### src/rtl/tmr_pkg.sv
package tmr_pkg;
  typedef enum logic {
    SRC_TICK = 1'b0,
    SRC_EXT  = 1'b1
  } src_e;

  localparam int NUM_CH = 2;
endpackage

### src/rtl/tmr_ext_edge.sv
module tmr_ext_edge #(
  parameter int NR_CYC = 16
) (
  input  logic clk,
  input  logic rst,
  input  logic ext_i,
  input  logic nr_en_i,
  output logic rise_o
);
  localparam int NW = $clog2(NR_CYC + 1);
  localparam logic [NW-1:0] LAST = NW'(NR_CYC - 1);
  localparam logic [NW-1:0] ONE  = NW'(1);

  logic [1:0]    sync_q;
  logic          filt_q;
  logic [NW-1:0] run_q;
  logic          sel;
  logic          sel_q;
  logic          rise_q;

  // two-stage synchroniser for the asynchronous pin
  always_ff @(posedge clk) begin
    if (rst) sync_q <= 2'b00;
    else     sync_q <= {sync_q[0], ext_i};
  end

  // a new level is accepted only after NR_CYC consecutive mismatching cycles
  always_ff @(posedge clk) begin
    if (rst) begin
      filt_q <= 1'b0;
      run_q  <= '0;
    end else if (sync_q[1] != filt_q) begin
      if (run_q == LAST) begin
        filt_q <= sync_q[1];
        run_q  <= '0;
      end else begin
        run_q <= run_q + ONE;
      end
    end else begin
      run_q <= '0;
    end
  end

  assign sel = nr_en_i ? filt_q : sync_q[1];

  always_ff @(posedge clk) begin
    if (rst) begin
      sel_q  <= 1'b0;
      rise_q <= 1'b0;
    end else begin
      sel_q  <= sel;
      rise_q <= sel & ~sel_q;
    end
  end

  assign rise_o = rise_q;
endmodule

### src/rtl/tmr_chan.sv
module tmr_chan #(
  parameter int CW = 8
) (
  input  logic          clk,
  input  logic          rst,
  input  logic          step_i,
  input  logic          load_i,
  input  logic          last_i,
  input  logic          flag_en_i,
  input  logic [CW-1:0] reload_i,
  output logic [CW-1:0] cnt_o,
  output logic          uf_o
);
  localparam logic [CW-1:0] ALL1 = '1;
  localparam logic [CW-1:0] ONE  = CW'(1);

  logic [CW-1:0] cnt_q;
  logic          uf_q;
  logic          at_zero;

  assign at_zero = (cnt_q == '0);

  always_ff @(posedge clk) begin
    if (rst) begin
      cnt_q <= ALL1;
      uf_q  <= 1'b0;
    end else begin
      uf_q <= 1'b0;
      if (load_i) begin
        cnt_q <= reload_i;
      end else if (step_i) begin
        if (!at_zero) begin
          cnt_q <= cnt_q - ONE;
        end else if (last_i) begin
          cnt_q <= reload_i;
          uf_q  <= flag_en_i;
        end else begin
          cnt_q <= ALL1;   // borrow into the upper byte
        end
      end
    end
  end

  assign cnt_o = cnt_q;
  assign uf_o  = uf_q;
endmodule

### src/rtl/tmr_pwm.sv
module tmr_pwm #(
  parameter int W = 8
) (
  input  logic         clk,
  input  logic         rst,
  input  logic         en_i,
  input  logic [W-1:0] cnt_i,
  input  logic [W-1:0] cmp_i,
  output logic         pwm_o
);
  logic pwm_q;

  always_ff @(posedge clk) begin
    if (rst) pwm_q <= 1'b0;
    else     pwm_q <= en_i && (cnt_i <= cmp_i);
  end

  assign pwm_o = pwm_q;
endmodule

### src/rtl/pair_reload_timer.sv
module pair_reload_timer
  import tmr_pkg::*;
#(
  parameter int CW     = 8,
  parameter int NR_CYC = 16
) (
  input  logic            clk,
  input  logic            rst,
  input  logic            tick_i,
  input  logic [1:0]      ext_clk_i,
  input  logic            cascade_i,
  input  logic [1:0]      run_i,
  input  logic [1:0]      preset_i,
  input  logic [1:0]      src_ext_i,
  input  logic [1:0]      nr_en_i,
  input  logic [1:0]      pwm_en_i,
  input  logic [2*CW-1:0] reload_i,
  input  logic [2*CW-1:0] compare_i,
  output logic [2*CW-1:0] count_o,
  output logic [1:0]      uf_o,
  output logic [1:0]      pwm_o
);
  localparam int DW = 2 * CW;

  logic [1:0]    ext_rise;
  logic [1:0]    step_raw;
  logic [CW-1:0] lo_cnt;
  logic [CW-1:0] hi_cnt;
  logic          lo_step;
  logic          hi_step;
  logic          lo_last;
  logic          hi_load;
  logic          lo_uf;
  logic          hi_uf;
  logic          p1_en;
  logic [DW-1:0] p1_cnt;
  logic [DW-1:0] p1_cmp;

  // per-channel count source selection
  genvar g;
  generate
    for (g = 0; g < NUM_CH; g++) begin : g_src
      tmr_ext_edge #(.NR_CYC(NR_CYC)) u_edge (
        .clk     (clk),
        .rst     (rst),
        .ext_i   (ext_clk_i[g]),
        .nr_en_i (nr_en_i[g]),
        .rise_o  (ext_rise[g])
      );
      assign step_raw[g] = run_i[g] &&
        ((src_e'(src_ext_i[g]) == SRC_EXT) ? ext_rise[g] : tick_i);
    end
  endgenerate

  // chaining: in 16-bit mode the upper byte steps on the lower byte's borrow
  assign lo_step = step_raw[0];
  assign hi_step = cascade_i ? (lo_step && (lo_cnt == '0)) : step_raw[1];
  assign lo_last = !cascade_i || (hi_cnt == '0);
  assign hi_load = cascade_i ? preset_i[0] : preset_i[1];

  tmr_chan #(.CW(CW)) u_lo (
    .clk       (clk),
    .rst       (rst),
    .step_i    (lo_step),
    .load_i    (preset_i[0]),
    .last_i    (lo_last),
    .flag_en_i (!cascade_i),
    .reload_i  (reload_i[CW-1:0]),
    .cnt_o     (lo_cnt),
    .uf_o      (lo_uf)
  );

  tmr_chan #(.CW(CW)) u_hi (
    .clk       (clk),
    .rst       (rst),
    .step_i    (hi_step),
    .load_i    (hi_load),
    .last_i    (1'b1),
    .flag_en_i (1'b1),
    .reload_i  (reload_i[DW-1:CW]),
    .cnt_o     (hi_cnt),
    .uf_o      (hi_uf)
  );

  // waveform shaping: channel 1's comparator widens to 16 bits when chained
  tmr_pwm #(.W(CW)) u_pwm_lo (
    .clk   (clk),
    .rst   (rst),
    .en_i  (pwm_en_i[0] && !cascade_i),
    .cnt_i (lo_cnt),
    .cmp_i (compare_i[CW-1:0]),
    .pwm_o (pwm_o[0])
  );

  assign p1_en  = cascade_i ? pwm_en_i[0] : pwm_en_i[1];
  assign p1_cnt = cascade_i ? {hi_cnt, lo_cnt} : {{CW{1'b0}}, hi_cnt};
  assign p1_cmp = cascade_i ? compare_i : {{CW{1'b0}}, compare_i[DW-1:CW]};

  tmr_pwm #(.W(DW)) u_pwm_hi (
    .clk   (clk),
    .rst   (rst),
    .en_i  (p1_en),
    .cnt_i (p1_cnt),
    .cmp_i (p1_cmp),
    .pwm_o (pwm_o[1])
  );

  assign count_o = {hi_cnt, lo_cnt};
  assign uf_o    = {hi_uf, lo_uf};
endmodule

### config.mk
export PLATFORM = sky130hd
export DESIGN_NAME = pair_reload_timer
export DESIGN_NICKNAME = d
export VERILOG_FILES = /design/src/rtl/tmr_pkg.sv /design/src/rtl/tmr_ext_edge.sv /design/src/rtl/tmr_chan.sv /design/src/rtl/tmr_pwm.sv /design/src/rtl/pair_reload_timer.sv
export SDC_FILE = /design/constraint.sdc
export NUM_CORES = 1
export LEC_CHECK = 0
export ABC_AREA = 1
export BUFFER_PORTS_ARGS = -buffer_cell sky130_fd_sc_hd__buf_2
export CELL_PAD_IN_SITES_DETAIL_PLACEMENT = 1
export CELL_PAD_IN_SITES_GLOBAL_PLACEMENT = 1
export CORE_MARGIN = 2
export CORE_UTILIZATION = 25
export CTS_BUF_LIST = sky130_fd_sc_hd__clkbuf_2
export DETAILED_ROUTE_END_ITERATION = 12
export PLACE_DENSITY = 0.58
export REMOVE_ABC_BUFFERS = 1
export SYNTH_ARGS = -nofsm -noshare
export SYNTH_HDL_FRONTEND = slang
export SYNTH_SLANG_ARGS = --single-unit
### constraint.sdc
create_clock -name clk -period 1.85 [get_ports clk]
set_input_delay 0.2775 -clock clk [delete_from_list [all_inputs] [get_ports clk]]
set_output_delay 0.2775 -clock clk [all_outputs]
set_load 0.01 [all_outputs]
==> impl_metrics.tcl, run 1 <==
set metrics [dict create \
    status "complete, no violations" \
    synth.avg_cell_area_um2 6.59 \
    gp_congestion 0.781 \
    max_clock_freq_ghz 0.608 \
    ys_ff_latch 40 \
    ios 68 \
    syn_inst 445 \
    start_util_pct 25.7 \
    path_class "reg -> reg" \
    hp-start "ext_clk_i[1]" \
    vias_per_cell 4.52 \
    grt_max_degree 19 \
    fin_cells 666 \
    ys_top_cells_by_area "dfxtp_1, nand2_1, ha_1, inv_1, nor2_1" \
    worst_pin_slew_ns 0.515 \
    antenna_found_initial 2 \
    end_kind "flip-flop" \
    fin_crit_sh_pct 89.0 \
    rr_worst_depth 9 \
    drc 0 \
    hp-class "in -> reg" \
    die_w_um 112 \
    wl_per_cell_um 13.5 \
    synth_top_area_share_pct 27.3 \
    rrSetupSlack_ns 0.20 \
    crit_required_ns 2.23 \
    reg2reg_to "u_pwm_hi.pwm_o$_SDFF_PP0_" \
    whs_ns 0.0506 \
    fin_worst_skew_ns 0.0252 \
    start_kind "flip-flop" \
    grt_pass1_vias 3091 \
    synth_edf_count 0 \
    r2r_start "u_hi.cnt_o[7]$_SDFFE_PP1P_" \
    synth_commonest_cells "nand2_1, inv_1, nor2_1, dfxtp_1, o21ai_0" \
    postCtsSetupRepairBufs 0 \
    synthFlopType "dfxtp_1" \
    numPortBuffers 67 \
    routed_wl_mm 8.99 \
    power.leakage_nw 1.87 \
    layout_setup_ws_ns 0.204 \
    grt_overflow 0 \
    area_delta_synth_final_pct 22.3 \
    synthDistinctLibCells 33 \
    clk_pin_slew_worst_paths_ns 0.23 \
    yosysSeqAreaShare_pct 27.3 \
    drt_iter0_drc 116 \
    setup_violations 0 \
    core.rowCount 39 \
    hold-path-endpoint "g_src[1].u_edge.sync_q[0]$_SDFF_PP0_" \
    final_core_util_pct 31.4 \
    whs_path_depth 3 \
    drtAntennaViolNets 0 \
    antenna_cells 0 \
    cts_tree "yes" \
    grtUsageTotal_pct 14.3 \
    max-slew-margin-rel_pct 65.6 \
    dp_cells 658 \
    cp.arrival_ns 2.02 \
    ys_warn_count 0 \
    drive_above_1_share_pct 20.1 \
    dpl.hpwl_mm 7.50 \
    dp_slack_ns 0.143 \
    ctsHoldBuffers 0 \
    peakVddDrop_v 0.000244 \
    hold_violations 0 \
    fp.dieH_um 112 \
    fin_crit_ns 1.65 \
    nets 602 \
    dr.pass1.iters 4 \
    tns_ns 0 \
    dieArea_um2 12600 \
    ys_async_sr_fraction_pct 0 \
    clkLatencyLatePin_ns 0.42 \
    cts_htree_levels 2 \
    synth.most_common_cell "nand2_1" \
    yosys.area.top_type "dfxtp_1" \
    cp_max_fo 5 \
    rsz0062_at_grt "no" \
    vias 3009 \
    netlist_area_um2 2930 \
    clock-sinks 40 \
    slew_violations 0 \
    grt_first_pass_wirelength_mm 14.7 \
    cts_inserted_buffers 5 \
    drv_cap 0 \
    power_density_nw_per_um2 606 \
    cts_resized 0 \
    core_um2 11400 \
    clock_path_buffers 2 \
    root_buffer "clkbuf_2" \
    fillers 1523 \
]
-- metrics by stage --
step | total power [W] | cell area (µm²)
2_1_floorplan | 0.00135 | 2860
3_3_place_gp | 0.00163 | 3520
3_5_place_dp | 0.00165 | 3520
4_1_cts | 0.00222 | 3590
5_1_grt | 0.00234 | 3590
6_report | 0.00217 | 3590
-- worst max-delay path by stage --
stage                                     from                        end  depth (start not counted)
floorplan           u_hi.cnt_o[3]$_SDFFE_PP1P_  u_pwm_hi.pwm_o$_SDFF_PP0_                         12
global placement                     cascade_i  u_pwm_hi.pwm_o$_SDFF_PP0_                         13
detailed placement                   cascade_i  u_pwm_hi.pwm_o$_SDFF_PP0_                         10
CTS                 u_hi.cnt_o[6]$_SDFFE_PP1P_  u_pwm_hi.pwm_o$_SDFF_PP0_                         10
global route        u_hi.cnt_o[2]$_SDFFE_PP1P_  u_pwm_hi.pwm_o$_SDFF_PP0_                         12
finish              u_hi.cnt_o[7]$_SDFFE_PP1P_  u_pwm_hi.pwm_o$_SDFF_PP0_                          9
-- state kept, by name, indices dropped and copies added (netlist names) --
name,count
g_src.u_edge.rise_o,2
u_hi.cnt_o,8
u_pwm_hi.pwm_o,1
g_src.u_edge.sel_q,2
g_src.u_edge.run_q,10
g_src.u_edge.sync_q,4
u_lo.uf_o,1
u_hi.uf_o,1
u_lo.cnt_o,8
g_src.u_edge.filt_q,2
u_pwm_lo.pwm_o,1
-- cell families after synthesis --
| logic type | after synthesis | share of synthesized area, % |
|---|---|---|
| XOR/XNOR | 5 | 1.49 |
| buffers and inverters | 78 | 10.8 |
| adder cells (fa/ha/maj) | 32 | 13.7 |
| flip-flops | 40 | 27.3 |
| AO/OA/AOI/OAI | 67 | 12.9 |
| AND/OR/NAND/NOR | 223 | 33.8 |
-- report_power, final --
group          total [W]  switching, W  internal, W
registers       0.000971     0.0000626     0.000909
clock network   0.000555      0.000323     0.000232
logic           0.000648      0.000374     0.000274
-- metal layers --
layer | global-route usage, % | part of all wire [%]
met1 | 18.8 | 48
met2 | 24.4 | 47
met3 | 3.08 | 4.2
met4 | 2.60 | 0.75
met5 | 0 | 0.14
-- layout make-up --
cell class	count	area (µm²)	area share, %
inverter	64	240	6.70
timing repair buffer	84	488	13.6
clock inverter	2	35.0	0.977
clock buffer	6	30.0	0.837
sequential	40	801	22.3
tap	143	179	4.99
multi-input combinational	327	1810	50.6
-- worst max-delay path: stages (launching register included) --
cell	delay [ns]
dfxtp_1	0.49
inv_1	0.14
o21ai_0	0.18
ha_1	0.27
a21o_1	0.16
nor2_1	0.10
nand2_1	0.06
nand2_1	0.05
nand2_1	0.05
a21oi_1	0.11
-- cells in the final DEF, fill, tap and decap left out, types with 3 or more instances in the layout --
master	count
o21ai_0	34
inv_1	62
buf_2	67
a21oi_1	15
o21bai_1	6
dfxtp_1	40
xor2_1	4
nand3_1	29
nand3b_1	3
nor2_1	54
clkbuf_2	6
o21ai_1	5
ha_1	32
nor2_4	3
buf_4	15
nand2_1	107
nand4_1	12
nor3_1	4
Note: power is estimated with default switching activity, not from simulation.
==> inputs of run 2 (changes only) <==
Settings changed: MAX_ROUTING_LAYER from default to met4, SETUP_SLACK_MARGIN from default to 0.15.
==> impl_metrics.tcl, run 2 (synthesis gave the netlist of run 1 again) <==
set metrics [dict create \
    status "complete, no violations" \
    crit_end "u_lo.cnt_o[1]$_SDFFE_PP1P_" \
    final_common_cell "nand2_1" \
    tns_ns 0 \
    drtAntennaViolNets 0 \
    cp_slowest_cell "dfxtp_1" \
    start_kind "flip-flop" \
    drc 0 \
    max_clock_freq_ghz 0.639 \
    largest_register_ffs 10 \
    core.rowCount 39 \
    power_density_nw_per_um2 604 \
    hp-class "in -> reg" \
    setup_violations 0 \
    antenna_found_initial 2 \
    ios 68 \
    drt_iter0_drc 117 \
    dr.pass1.iters 4 \
    end_kind "flip-flop" \
    root_buffer "clkbuf_2" \
    vias 3035 \
    dpl.hpwl_mm 7.50 \
    cp_max_fo 5 \
    grt_overflow 0 \
    cts_inserted_buffers 5 \
    area_delta_synth_final_pct 23.3 \
    clock-sinks 40 \
    power.leakage_nw 1.87 \
    slowest_delay_ns 0.37 \
    cp.arrival_ns 1.90 \
    path_class "reg -> reg" \
    hp-start "ext_clk_i[1]" \
    grt_first_pass_wirelength_mm 14.7 \
    grt_max_degree 19 \
    ctsHoldBuffers 0 \
    rr_worst_depth 7 \
    max-slew-margin-rel_pct 73.1 \
    core_um2 11400 \
    clkLatencyLatePin_ns 0.42 \
    peakVddDrop_v 0.000245 \
    drive_above_1_share_pct 22.1 \
    rsz0062_at_grt "yes" \
    crit_start "u_hi.cnt_o[1]$_SDFFE_PP1P_" \
    clock_path_buffers 2 \
    wl_per_cell_um 13.5 \
    nets 603 \
    start_util_pct 25.7 \
    cts_tree "yes" \
    r2r_start "u_hi.cnt_o[1]$_SDFFE_PP1P_" \
    whs_ns 0.0531 \
    gp_congestion 0.792 \
    numPortBuffers 67 \
    crit_required_ns 2.19 \
    die_w_um 112 \
    drv_cap 0 \
    crit_chain "inv_1, ha_1, nand3_2, o21ai_2, nand2_1, nor2_1, o21bai_1" \
    cts_htree_levels 2 \
    slew_violations 0 \
    routed_wl_mm 9.00 \
    final_core_util_pct 31.7 \
    rrSetupSlack_ns 0.29 \
    clk_pin_slew_worst_paths_ns 0.23 \
    fin_crit_sh_pct 84.5 \
    dieArea_um2 12600 \
    final_cell_mix "nand2_1, buf_2, inv_1" \
    worst_pin_slew_ns 0.402 \
    layout_setup_ws_ns 0.286 \
    fin_crit_ns 1.56 \
    grt_pass1_vias 3093 \
    fin_worst_skew_ns 0.0238 \
    fp.dieH_um 112 \
    grtUsageTotal_pct 14.7 \
    hold_violations 0 \
    vias_per_cell 4.54 \
    reg2reg_to "u_lo.cnt_o[1]$_SDFFE_PP1P_" \
    dp_slack_ns 0.143 \
    regMostFlops "g_src.u_edge.run_q" \
]
[run 2: cell type report]
| class | instances | area, µm² |
|---|---|---|
| timing repair buffer | 85 | 495 |
| clock inverter | 2 | 35.0 |
| clock buffer | 6 | 30.0 |
| tap | 143 | 179 |
| inverter | 64 | 240 |
| fill | 1515 | 7800 |
| sequential | 40 | 810 |
| antenna | 2 | 5.00 |
| multi-input combinational | 327 | 1820 |
[run 2: layer usage]
layer,up-vias,global-route usage [%],part of all wire (%)
li1,1595,-,-
met1,1391,18.8,48
met2,44,24.4,47
met3,5,3.13,4.5
met4,0,2.60,0.70
met5,-,-,0
[run 2: stage by stage]
step | cell area [µm²] | power (W) | std cells
6_report | 3620 | 0.00218 | 669
5_1_grt | 3620 | 0.00235 | 669
2_1_floorplan | 2860 | 0.00135 | 431
3_5_place_dp | 3520 | 0.00165 | 658
4_1_cts | 3590 | 0.00222 | 666
3_3_place_gp | 3520 | 0.00163 | 658
[run 2: how the worst min path moves through the flow]
stage                                                       to  slack (ns)  depth (start not counted)
after floorplan           g_src[0].u_edge.sync_q[0]$_SDFF_PP0_        0.35                          1
after global placement       g_src[1].u_edge.rise_o$_SDFF_PP0_        0.39                          1
after detailed placement     g_src[0].u_edge.rise_o$_SDFF_PP0_        0.39                          1
after CTS                 g_src[1].u_edge.sync_q[0]$_SDFF_PP0_        0.02                          3
after global routing      g_src[1].u_edge.sync_q[0]$_SDFF_PP0_        0.01                          3
final                     g_src[1].u_edge.sync_q[0]$_SDFF_PP0_        0.05                          3
[run 2: repair_timing]
action | CTS | global route
gates resized for setup | 0 | 11
setup endpoints to repair | 0 | 10
buffers inserted | 0 | 1
[run 2: report_power, final]
part	internal, W	switching (W)
logic	0.000278	0.000376
clock network	0.000232	0.000321
registers	0.000912	0.0000631
[run 2: critical path, delay by kind of cell (launching register included)]
family / cells / cell delay, ns
AO/OA/AOI/OAI: 2 / 0.36
AND/OR/NAND/NOR: 3 / 0.44
flip-flops: 1 / 0.37
buffers and inverters: 1 / 0.13
adder cells (fa/ha/maj): 1 / 0.18
